==> src/rtl/fdiv_pkg.sv <==
package fdiv_pkg;

  // bit positions inside the pin-configuration register
  localparam int EN_B    = 0;
  localparam int DIR_B   = 1;
  localparam int DAT_B   = 2;
  localparam int SEL_LSB = 3;

  // what the shared pin is doing this cycle
  typedef enum logic [1:0] {
    PIN_GPIO = 2'd0,  // divider off, plain port bit
    PIN_HIZ  = 2'd1,  // divider on, pin is an input
    PIN_MUTE = 2'd2,  // divider on, gated off by data bit
    PIN_WAVE = 2'd3   // divider on, wave reaches the pin
  } pin_mode_t;

endpackage

==> src/rtl/fdiv_regs.sv <==
module fdiv_regs
  import fdiv_pkg::*;
#(
  parameter int NTMR   = 2,
  parameter int CNT_W  = 8,
  parameter int PSC_W  = 3,
  parameter int ADDR_W = 3,
  parameter int SEL_W  = 1
) (
  input  logic                         clk,
  input  logic                         rst,
  input  logic                         wr_en,
  input  logic [ADDR_W-1:0]            wr_addr,
  input  logic [CNT_W-1:0]             wr_data,
  input  logic [ADDR_W-1:0]            rd_addr,
  input  logic                         pad_in,
  output logic [NTMR-1:0][CNT_W-1:0]   pre,
  output logic [NTMR-1:0][PSC_W-1:0]   psc,
  output logic [NTMR-1:0]              run,
  output logic [NTMR-1:0]              load,
  output logic                         en,
  output logic                         dir,
  output logic                         dat,
  output logic [SEL_W-1:0]             sel,
  output logic [CNT_W-1:0]             rd_data
);

  localparam int RUN_B  = CNT_W - 1;
  localparam int MISC_A = 2 * NTMR;
  localparam int PAD_A  = 2 * NTMR + 1;

  logic [CNT_W-1:0] rd_next;

  // direct counter load strobes (used by a stopped timer)
  generate
    for (genvar g = 0; g < NTMR; g++) begin : g_load
      assign load[g] = wr_en && (wr_addr == ADDR_W'(2 * g));
    end
  endgenerate

  // per-timer preload and control registers
  always_ff @(posedge clk) begin
    if (rst) begin
      pre <= '0;
      psc <= '0;
      run <= '0;
    end else if (wr_en) begin
      for (int i = 0; i < NTMR; i++) begin
        if (wr_addr == ADDR_W'(2 * i)) begin
          pre[i] <= wr_data;
        end
        if (wr_addr == ADDR_W'(2 * i + 1)) begin
          psc[i] <= wr_data[PSC_W-1:0];
          run[i] <= wr_data[RUN_B];
        end
      end
    end
  end

  // pin configuration register
  always_ff @(posedge clk) begin
    if (rst) begin
      en  <= 1'b0;
      dir <= 1'b0;
      dat <= 1'b0;
      sel <= '0;
    end else if (wr_en && (wr_addr == ADDR_W'(MISC_A))) begin
      en  <= wr_data[EN_B];
      dir <= wr_data[DIR_B];
      dat <= wr_data[DAT_B];
      sel <= wr_data[SEL_LSB +: SEL_W];
    end
  end

  // read mux
  always_comb begin
    rd_next = '0;
    for (int i = 0; i < NTMR; i++) begin
      if (rd_addr == ADDR_W'(2 * i)) begin
        rd_next = pre[i];
      end
      if (rd_addr == ADDR_W'(2 * i + 1)) begin
        rd_next[PSC_W-1:0] = psc[i];
        rd_next[RUN_B]     = run[i];
      end
    end
    if (rd_addr == ADDR_W'(MISC_A)) begin
      rd_next[EN_B]               = en;
      rd_next[DIR_B]              = dir;
      rd_next[DAT_B]              = dat;
      rd_next[SEL_LSB +: SEL_W]   = sel;
    end
    if (rd_addr == ADDR_W'(PAD_A)) begin
      rd_next[0] = pad_in;
    end
  end

  always_ff @(posedge clk) begin
    if (rst) begin
      rd_data <= '0;
    end else begin
      rd_data <= rd_next;
    end
  end

endmodule

==> src/rtl/fdiv_timer.sv <==
module fdiv_timer #(
  parameter int CNT_W = 8,
  parameter int PSC_W = 3
) (
  input  logic             clk,
  input  logic             rst,
  input  logic             run,
  input  logic [PSC_W-1:0] psc,
  input  logic [CNT_W-1:0] preload,
  input  logic             load,
  input  logic [CNT_W-1:0] load_val,
  output logic             ovf
);

  // prescaler is a free-running binary counter; a tick is taken when
  // its low (psc+1) bits are all ones, giving a ratio of 2^(psc+1)
  localparam int PCNT_W = 1 << PSC_W;

  logic [PCNT_W-1:0] pcnt;
  logic [PCNT_W-1:0] mask;
  logic [CNT_W-1:0]  cnt;
  logic              tick;
  logic              full;

  assign mask = (PCNT_W'(2) << psc) - PCNT_W'(1);
  assign tick = run && ((pcnt & mask) == mask);
  assign full = (cnt == {CNT_W{1'b1}});

  always_ff @(posedge clk) begin
    if (rst) begin
      pcnt <= '0;
      cnt  <= '0;
      ovf  <= 1'b0;
    end else begin
      ovf <= tick && full;
      if (run) begin
        pcnt <= pcnt + PCNT_W'(1);
      end else begin
        pcnt <= '0;
      end
      if (!run && load) begin
        cnt <= load_val;
      end else if (tick) begin
        cnt <= full ? preload : cnt + CNT_W'(1);
      end
    end
  end

endmodule

==> src/rtl/fdiv_pin.sv <==
module fdiv_pin
  import fdiv_pkg::*;
#(
  parameter int NTMR  = 2,
  parameter int SEL_W = 1
) (
  input  logic             clk,
  input  logic             rst,
  input  logic [NTMR-1:0]  ovf,
  input  logic [SEL_W-1:0] sel,
  input  logic             en,
  input  logic             dir,
  input  logic             dat,
  output logic             tog,
  output logic             pad_out,
  output logic             pad_oe
);

  logic      src_ovf;
  pin_mode_t mode;

  always_comb begin
    src_ovf = 1'b0;
    for (int i = 0; i < NTMR; i++) begin
      if (sel == SEL_W'(i)) begin
        src_ovf = ovf[i];
      end
    end
  end

  always_comb begin
    if (!en) begin
      mode = PIN_GPIO;
    end else if (!dir) begin
      mode = PIN_HIZ;
    end else if (!dat) begin
      mode = PIN_MUTE;
    end else begin
      mode = PIN_WAVE;
    end
  end

  always_ff @(posedge clk) begin
    if (rst) begin
      tog     <= 1'b0;
      pad_out <= 1'b0;
      pad_oe  <= 1'b0;
    end else begin
      tog    <= en ? (tog ^ src_ovf) : 1'b0;
      pad_oe <= dir;
      unique case (mode)
        PIN_GPIO: pad_out <= dat;
        PIN_WAVE: pad_out <= tog;
        default:  pad_out <= 1'b0;
      endcase
    end
  end

endmodule

==> src/rtl/freq_div_gen.sv <==
module freq_div_gen #(
  parameter int NTMR   = 2,
  parameter int CNT_W  = 8,
  parameter int PSC_W  = 3,
  parameter int ADDR_W = 3
) (
  input  logic              clk,
  input  logic              rst,
  input  logic              wr_en,
  input  logic [ADDR_W-1:0] wr_addr,
  input  logic [CNT_W-1:0]  wr_data,
  input  logic [ADDR_W-1:0] rd_addr,
  output logic [CNT_W-1:0]  rd_data,
  input  logic              pad_in,
  output logic              pad_out,
  output logic              pad_oe
);

  localparam int SEL_W = (NTMR > 1) ? $clog2(NTMR) : 1;

  logic [NTMR-1:0][CNT_W-1:0] pre_v;
  logic [NTMR-1:0][PSC_W-1:0] psc_v;
  logic [NTMR-1:0]            run_v;
  logic [NTMR-1:0]            load_v;
  logic [NTMR-1:0]            ovf_v;
  logic                       cfg_en;
  logic                       cfg_dir;
  logic                       cfg_dat;
  logic [SEL_W-1:0]           src_sel;
  logic                       tog_q;

  fdiv_regs #(
    .NTMR(NTMR), .CNT_W(CNT_W), .PSC_W(PSC_W), .ADDR_W(ADDR_W), .SEL_W(SEL_W)
  ) u_regs (
    .clk(clk), .rst(rst), .wr_en(wr_en), .wr_addr(wr_addr), .wr_data(wr_data),
    .rd_addr(rd_addr), .pad_in(pad_in), .pre(pre_v), .psc(psc_v), .run(run_v),
    .load(load_v), .en(cfg_en), .dir(cfg_dir), .dat(cfg_dat), .sel(src_sel),
    .rd_data(rd_data)
  );

  generate
    for (genvar g = 0; g < NTMR; g++) begin : g_tmr
      fdiv_timer #(.CNT_W(CNT_W), .PSC_W(PSC_W)) u_tmr (
        .clk(clk), .rst(rst), .run(run_v[g]), .psc(psc_v[g]),
        .preload(pre_v[g]), .load(load_v[g]), .load_val(wr_data),
        .ovf(ovf_v[g])
      );
    end
  endgenerate

  fdiv_pin #(.NTMR(NTMR), .SEL_W(SEL_W)) u_pin (
    .clk(clk), .rst(rst), .ovf(ovf_v), .sel(src_sel), .en(cfg_en),
    .dir(cfg_dir), .dat(cfg_dat), .tog(tog_q), .pad_out(pad_out),
    .pad_oe(pad_oe)
  );

endmodule

==> config.mk <==
export PLATFORM = sky130hd
export DESIGN_NAME = freq_div_gen
export DESIGN_NICKNAME = d
export VERILOG_FILES = /design/src/rtl/fdiv_pkg.sv /design/src/rtl/fdiv_regs.sv /design/src/rtl/fdiv_timer.sv /design/src/rtl/fdiv_pin.sv /design/src/rtl/freq_div_gen.sv
export SDC_FILE = /design/constraint.sdc
export NUM_CORES = 1
export LEC_CHECK = 0
export CAP_MARGIN = 20
export CORE_MARGIN = 1
export CORE_UTILIZATION = 40
export DETAILED_ROUTE_END_ITERATION = 10
export RECOVER_POWER = 50
export SLEW_MARGIN = 30
export SYNTH_ARGS = -nofsm -noshare
export SYNTH_HDL_FRONTEND = slang
export SYNTH_SLANG_ARGS = --single-unit
==> constraint.sdc <==
create_clock -name clk -period 2.9 [get_ports clk]
set_clock_uncertainty 0.2 [all_clocks]
set_input_delay 0.58 -clock clk [delete_from_list [all_inputs] [get_ports clk]]
set_output_delay 0.58 -clock clk [all_outputs]
set_load 0.01 [all_outputs]
# Word-level counts from Yosys, hierarchy flattened
# Index checks and enable logic that the tools add are counted.
[word_totals] ff_bits=73 inputBits=18 out_inout_bits=10 wordCells=90
[classes] addsub=6 eq_ne=14 shift=2 n_mux=19 n_bitwise=6 n_reduce_logical=23
[op_table] cell="$mux 8" n=8
[op_table] cell="$add 8x1->8 const B" n=4
[op_table] cell="$and 8x8->8" n=2
[op_table] cell="$eq 8x8->1" n=2
[op_table] cell="$eq 8x8->1 const B" n=2
[op_table] cell="$shl 2x3->8 const A" n=2
[op_table] cell="$sub 8x2->8 const B" n=2
[op_table] cell="$eq 3x2->1 const B" n=4
[op_table] cell="$eq 3x3->1 const B" n=3
[op_table] cell="$logic_and 1x1->1" n=9
[op_table] cell="$reduce_and 2->1" n=4
[op_table] cell="$eq 3x1->1 const B" n=2
[op_table] cell="$logic_not 3->1" n=2
[op_table] cell="$mux 3" n=2
[op_table] cell="$reduce_or 2->1" n=3
[op_table] cell="$mux 1" n=5
[op_table] cell="$mux 2" n=2
[op_table] cell="$mux 4" n=1
[op_table] cell="$reduce_bool 2->1" n=2
[op_table] cell="$not 1->1" n=3
[op_table] cell="$eq 2x2->1 const B" n=1
[op_table] cell="$logic_not 1->1" n=2
[op_table] cell="$logic_not 2->1" n=1
[op_table] cell="$pmux 1 s2" n=1
[op_table] cell="$xor 1x1->1" n=1

# Logic depth before layout (Yosys ltp)
[logic_depth] depth_word=7 ltp_mapped=11 ltp_nobuf=9

# Cells and area by module
# Synthesis repeated with hierarchy kept, for this count alone.
[unflattened] cells_unflattened=459 area_unflattened_um2=4052.6
[modules_own_cells] mod="fdiv_timer" instances=2 cells_each=143 area_per_inst_um2=1178.6 seq_area_each_um2=340.3
[modules_own_cells] mod="fdiv_regs" instances=1 cells_each=156 area_per_inst_um2=1534.0 seq_area_each_um2=720.7
[modules_own_cells] mod="fdiv_pin" instances=1 cells_each=17 area_per_inst_um2=161.4 seq_area_each_um2=60.1

# Worst setup path before layout
# No wires, ideal clock.
[synth_path] path_kind="register to register" from="reg u_regs.psc[0] in the netlist's numbering" to="reg g_tmr[0].u_tmr.cnt[0]" setup_time_ns=0.132 arrival_time_ns=2.380 required_ns=2.568 slack_ns=0.188 path_stages_with_launch=10 n_path_buf=2 synth_period_minus_slack_ns=2.712 path_cell_list="dfxtp_1 clkbuf_1 or3_1 ha_1 or4_1 a31o_2 nand3_1 clkbuf_1 a2bb2oi_1 a21oi_1"
[synth_between] elab_chain_len=6
[synth_lines] element="start: declaration" line_no="fdiv_regs.sv:18" source="output logic [NTMR-1:0][PSC_W-1:0] psc,"
[synth_lines] element="start signal: indexed assignment" line_no="fdiv_regs.sv:53" source="psc[i] <= wr_data[PSC_W-1:0];"
[synth_lines] element="$shl 2x3->8 (*)" line_no="fdiv_timer.sv:25" source="assign mask = (PCNT_W'(2) << psc) - PCNT_W'(1);"
[synth_lines] element="$sub 8x2->8 (*)" line_no="fdiv_timer.sv:25"
[synth_lines] element="$and 8x8->8" line_no="fdiv_timer.sv:26" source="assign tick = run && ((pcnt & mask) == mask);"
[synth_lines] element="$eq 8x8->1 (*)" line_no="fdiv_timer.sv:26"
[synth_lines] element="$logic_and 1x1->1 (*)" line_no="fdiv_timer.sv:26"
[synth_lines] element="$reduce_bool 2->1 (no source line) (*)"
[synth_lines] element="end signal: assignment" line_no="fdiv_timer.sv:42" source="cnt <= load_val;"
[synth_lines] element="end signal: assignment" line_no="fdiv_timer.sv:44" source="cnt <= full ? preload : cnt + CNT_W'(1);"
[synth_lines] element="end: declaration" line_no="fdiv_timer.sv:21" source="logic [CNT_W-1:0] cnt;"
# Every way passes the cells marked *; elsewhere a longest branch is shown, timed or not.
# A chain may end at the register's enable or synchronous reset.

# Worst setup path in the final report
[layout_path] from="reg u_regs.psc[3] in the netlist's numbering" to="reg g_tmr[1].u_tmr.cnt[4]"
[layout_between] elab_chain_len=6
[layout_lines] element="$shl 2x3->8 (*)" line_no="fdiv_timer.sv:25"
[layout_lines] element="$sub 8x2->8 (*)" line_no="fdiv_timer.sv:25"
[layout_lines] element="$and 8x8->8" line_no="fdiv_timer.sv:26"
[layout_lines] element="$eq 8x8->1 (*)" line_no="fdiv_timer.sv:26"
[layout_lines] element="$logic_and 1x1->1 (*)" line_no="fdiv_timer.sv:26"
[layout_lines] element="$reduce_bool 2->1 (no source line) (*)"
[layout_lines] element="end signal: assignment" line_no="fdiv_timer.sv:42"
[layout_lines] element="end signal: assignment" line_no="fdiv_timer.sv:44"
[layout_lines] element="end: declaration" line_no="fdiv_timer.sv:21"
# Marks and branches as above.

==> reports/qor.txt <==
Overflow after GRT: 0
Syn Nets: 467
Share of the synthesized area in the top cell type: 0.402
Wire length on met3: 568 um
Hold crit path type: flip-flop to flip-flop
Failing checks: capacitance limit, slew limit
PortBufs: 27
Area Overhead vs Synth: 18.3%
Initial Util: 0.415
Most instantiated cells after synthesis: 73 x dfxtp_1, 53 x nand2_1, 53 x nor2_1
Slowest cell on the critical path: or4b_4
Die Footprint: 0.00947 sq mm
H-tree level count: 3
Post-place instance area: 0.00402 sq mm
DP HPWL: 6.16 mm
Final hold vios: 0
Cell taking the most area after synthesis: dfxtp_1
Yosys cell types: 53
Finished Layout Cells: 577
CP Max Fanout: 7
Post-Synthesis Cells: 442
Via Count: 3,225
Pre-CTS WS: 0.0769 ns
Worst skew pair latency: 0.35 ns
Vias/cell: 5.59
Post-layout utilization of the core: 0.491
Post-route cell area: 0.00430 sq mm
Clock sink total: 73
Seq/Total Area, Yosys: 0.402
Design Power: 2.27 mW
Ys Warns: 0
CP arrival: 2.87 ns
Max rail drop VDD: 0.282 mV
Clk pin slew, worst setup/hold paths: 0.08 ns
Setup Buffers After CTS: 0
Storage element area: 0.00146 sq mm
Status: complete, but fails checks
Buffers and inverters on the worst path: 1
Max stage delay on crit path: 0.61 ns
CP top delay family: simple AND/OR/NAND/NOR gates
M1 WL: 4.22 mm
Nets: 489
Max-slew violations: 47
CTS tree: yes
Area of the multi-input gates: 0.00204 sq mm
Core area: 0.00876 sq mm
Post-synth EDFFs: 0
CTS root buf: clkbuf_8
Vias in the first global route: 3,059
DR WL met2: 3.99 mm
DR iter-0 viols: 169
DR DRC count: 0
Most frequent cell after synthesis: dfxtp_1
Main area contributors after synthesis: dfxtp_1 40%, a21oi_1 5.9%, mux2i_1 5.8%
Slew margin rel.: -0.309
Router iterations before antenna repair: 5
Tmin final: 2.77 ns
Minimum hold slack: 0.268 ns
Final worst-path cycle share: 0.956
Routed Wire Length: 8.87 mm
GRT Util Overall: 0.196
Pin count of the biggest net entering global routing: 47
Synthesized area per cell: 8.22 sq um
Total CTS buffers: 9
Share of cells above drive strength 1: 0.0832
Fmax: 0.361 GHz
Die X: 97.3 um
Critical Path Sink Type: flip-flop
Drt wl/cell: 15.4 um
Num ports: 28
CP Launch Type: flip-flop
Post-route ant nets: 0
N_diodes: 0
CP required: 2.99 ns
Async SR Flop Fraction: 0
Height of the chip: 97.3 um
Antenna violations before repair: 0
Placed cell count: 561
GP Congestion: 0.792
Crit-path cells: inv_1 > or3_1 > ha_1 > o211ai_1 > a21oi_1 > or4b_4 > or4_1 > nand3_1
Row Count: 34
Setup TNS: 0 ns
Power per cell area: 529 mW/mm^2
Tightest Pin Transition: 1.96 ns
Setup violators final: 0
First-pass GRT wire length: 15.0 mm
Post-route setup slack: 0.128 ns
#FFs+latches synth: 73
Critical path type: flip-flop to flip-flop
Synthesized cell area: 0.00363 sq mm
Max Cap Viol: 1
Filler cell count: 852
Leakage: 1.60 nW
Top sig layer: met4
Main flop type after synthesis: dfxtp_1
CTS Buffer Depth: 2
[cells in the final DEF (no fill, tap or decap), types with 5 or more instances in the layout]
| master | netlist | layout |
|---|---|---|
| dlygate4sd3_1 | 0 | 7 |
| nor2b_1 | 6 | 6 |
| clkdlybuf4s50_1 | 0 | 19 |
| nand2_1 | 53 | 53 |
| nand3_1 | 30 | 30 |
| ha_1 | 7 | 7 |
| a31oi_1 | 5 | 5 |
| a21oi_1 | 43 | 43 |
| xor2_1 | 13 | 13 |
| buf_4 | 0 | 13 |
| dfxtp_1 | 73 | 73 |
| o21ai_0 | 12 | 12 |
| and3_1 | 8 | 8 |
| or4_1 | 5 | 5 |
| a2bb2oi_1 | 5 | 5 |
| inv_1 | 8 | 8 |
| xnor2_1 | 6 | 6 |
| mux2i_1 | 21 | 21 |
| nor2_1 | 53 | 53 |
| clkbuf_8 | 0 | 11 |
[timing repair]
action | CTS | global route
hold endpoints to repair | 0 | 0
setup endpoints to repair | 0 | 6
hold buffers | 0 | 0
gates resized for setup | 0 | 1
[path summary, 6_finish.rpt]
check	start	end	slack, ns	cells after the start
worst max register to register	u_regs.psc[3]	g_tmr[1].u_tmr.cnt[4]	0.13	8
worst max-delay path	u_regs.psc[3]	g_tmr[1].u_tmr.cnt[4]	0.13	8
worst min register to register	g_tmr[0].u_tmr.pcnt[0]	g_tmr[0].u_tmr.pcnt[0]	0.27	1
worst min-delay path	g_tmr[0].u_tmr.pcnt[0]	g_tmr[0].u_tmr.pcnt[0]	0.27	1
[worst reg2reg max path, stage by stage, from the launching register on]
cell and delay, ns:
dfxtp_1 0.43, inv_1 0.09, or3_1 0.36, ha_1 0.24, o211ai_1 0.10, a21oi_1 0.08
or4b_4 0.61, or4_1 0.52, nand3_1 0.08
[flip-flops by register name (all words and copies together) (netlist names), 2 cells and up]
register	flops
g_tmr.u_tmr.cnt	16
u_regs.run	2
g_tmr.u_tmr.pcnt	16
g_tmr.u_tmr.ovf	2
u_regs.psc	6
u_regs.pre	16
u_regs.rd_data	8
[cell type report]
class,instances,share of cell area
clock buffers,11,0.0352
clock inverters,5,0.0291
inverters,8,0.00698
multi-input cells,332,0.473
flip-flops and latches,73,0.340
well taps,108,0.0314
repair buffers,40,0.0841
[kinds of logic after synthesis]
kind of cell | Yosys count | share of synthesized area
flops | 73 | 0.402
compound gates | 90 | 0.154
simple gates | 190 | 0.253
fa+ha+maj | 8 | 0.0268
xor+xnor | 19 | 0.0458
mux | 25 | 0.0795
buf+inv | 37 | 0.0389
[layer usage]
metal | global-route usage | up-vias
li1 | - | 1589
met1 | 0.265 | 1524
met2 | 0.311 | 101
met3 | 0.0496 | 11
met4 | 0.0543 | 0
met5 | 0 | -
[power by group]
group | leakage (nW) | switching, mW | internal, mW
logic | 0.869 | 0.0796 | 0.0662
clock network | 0.140 | 0.390 | 0.704
registers | 0.590 | 0.0166 | 1.02
total | 1.60 | 0.486 | 1.79
No activity file was read; power rests on OpenSTA's default activity.
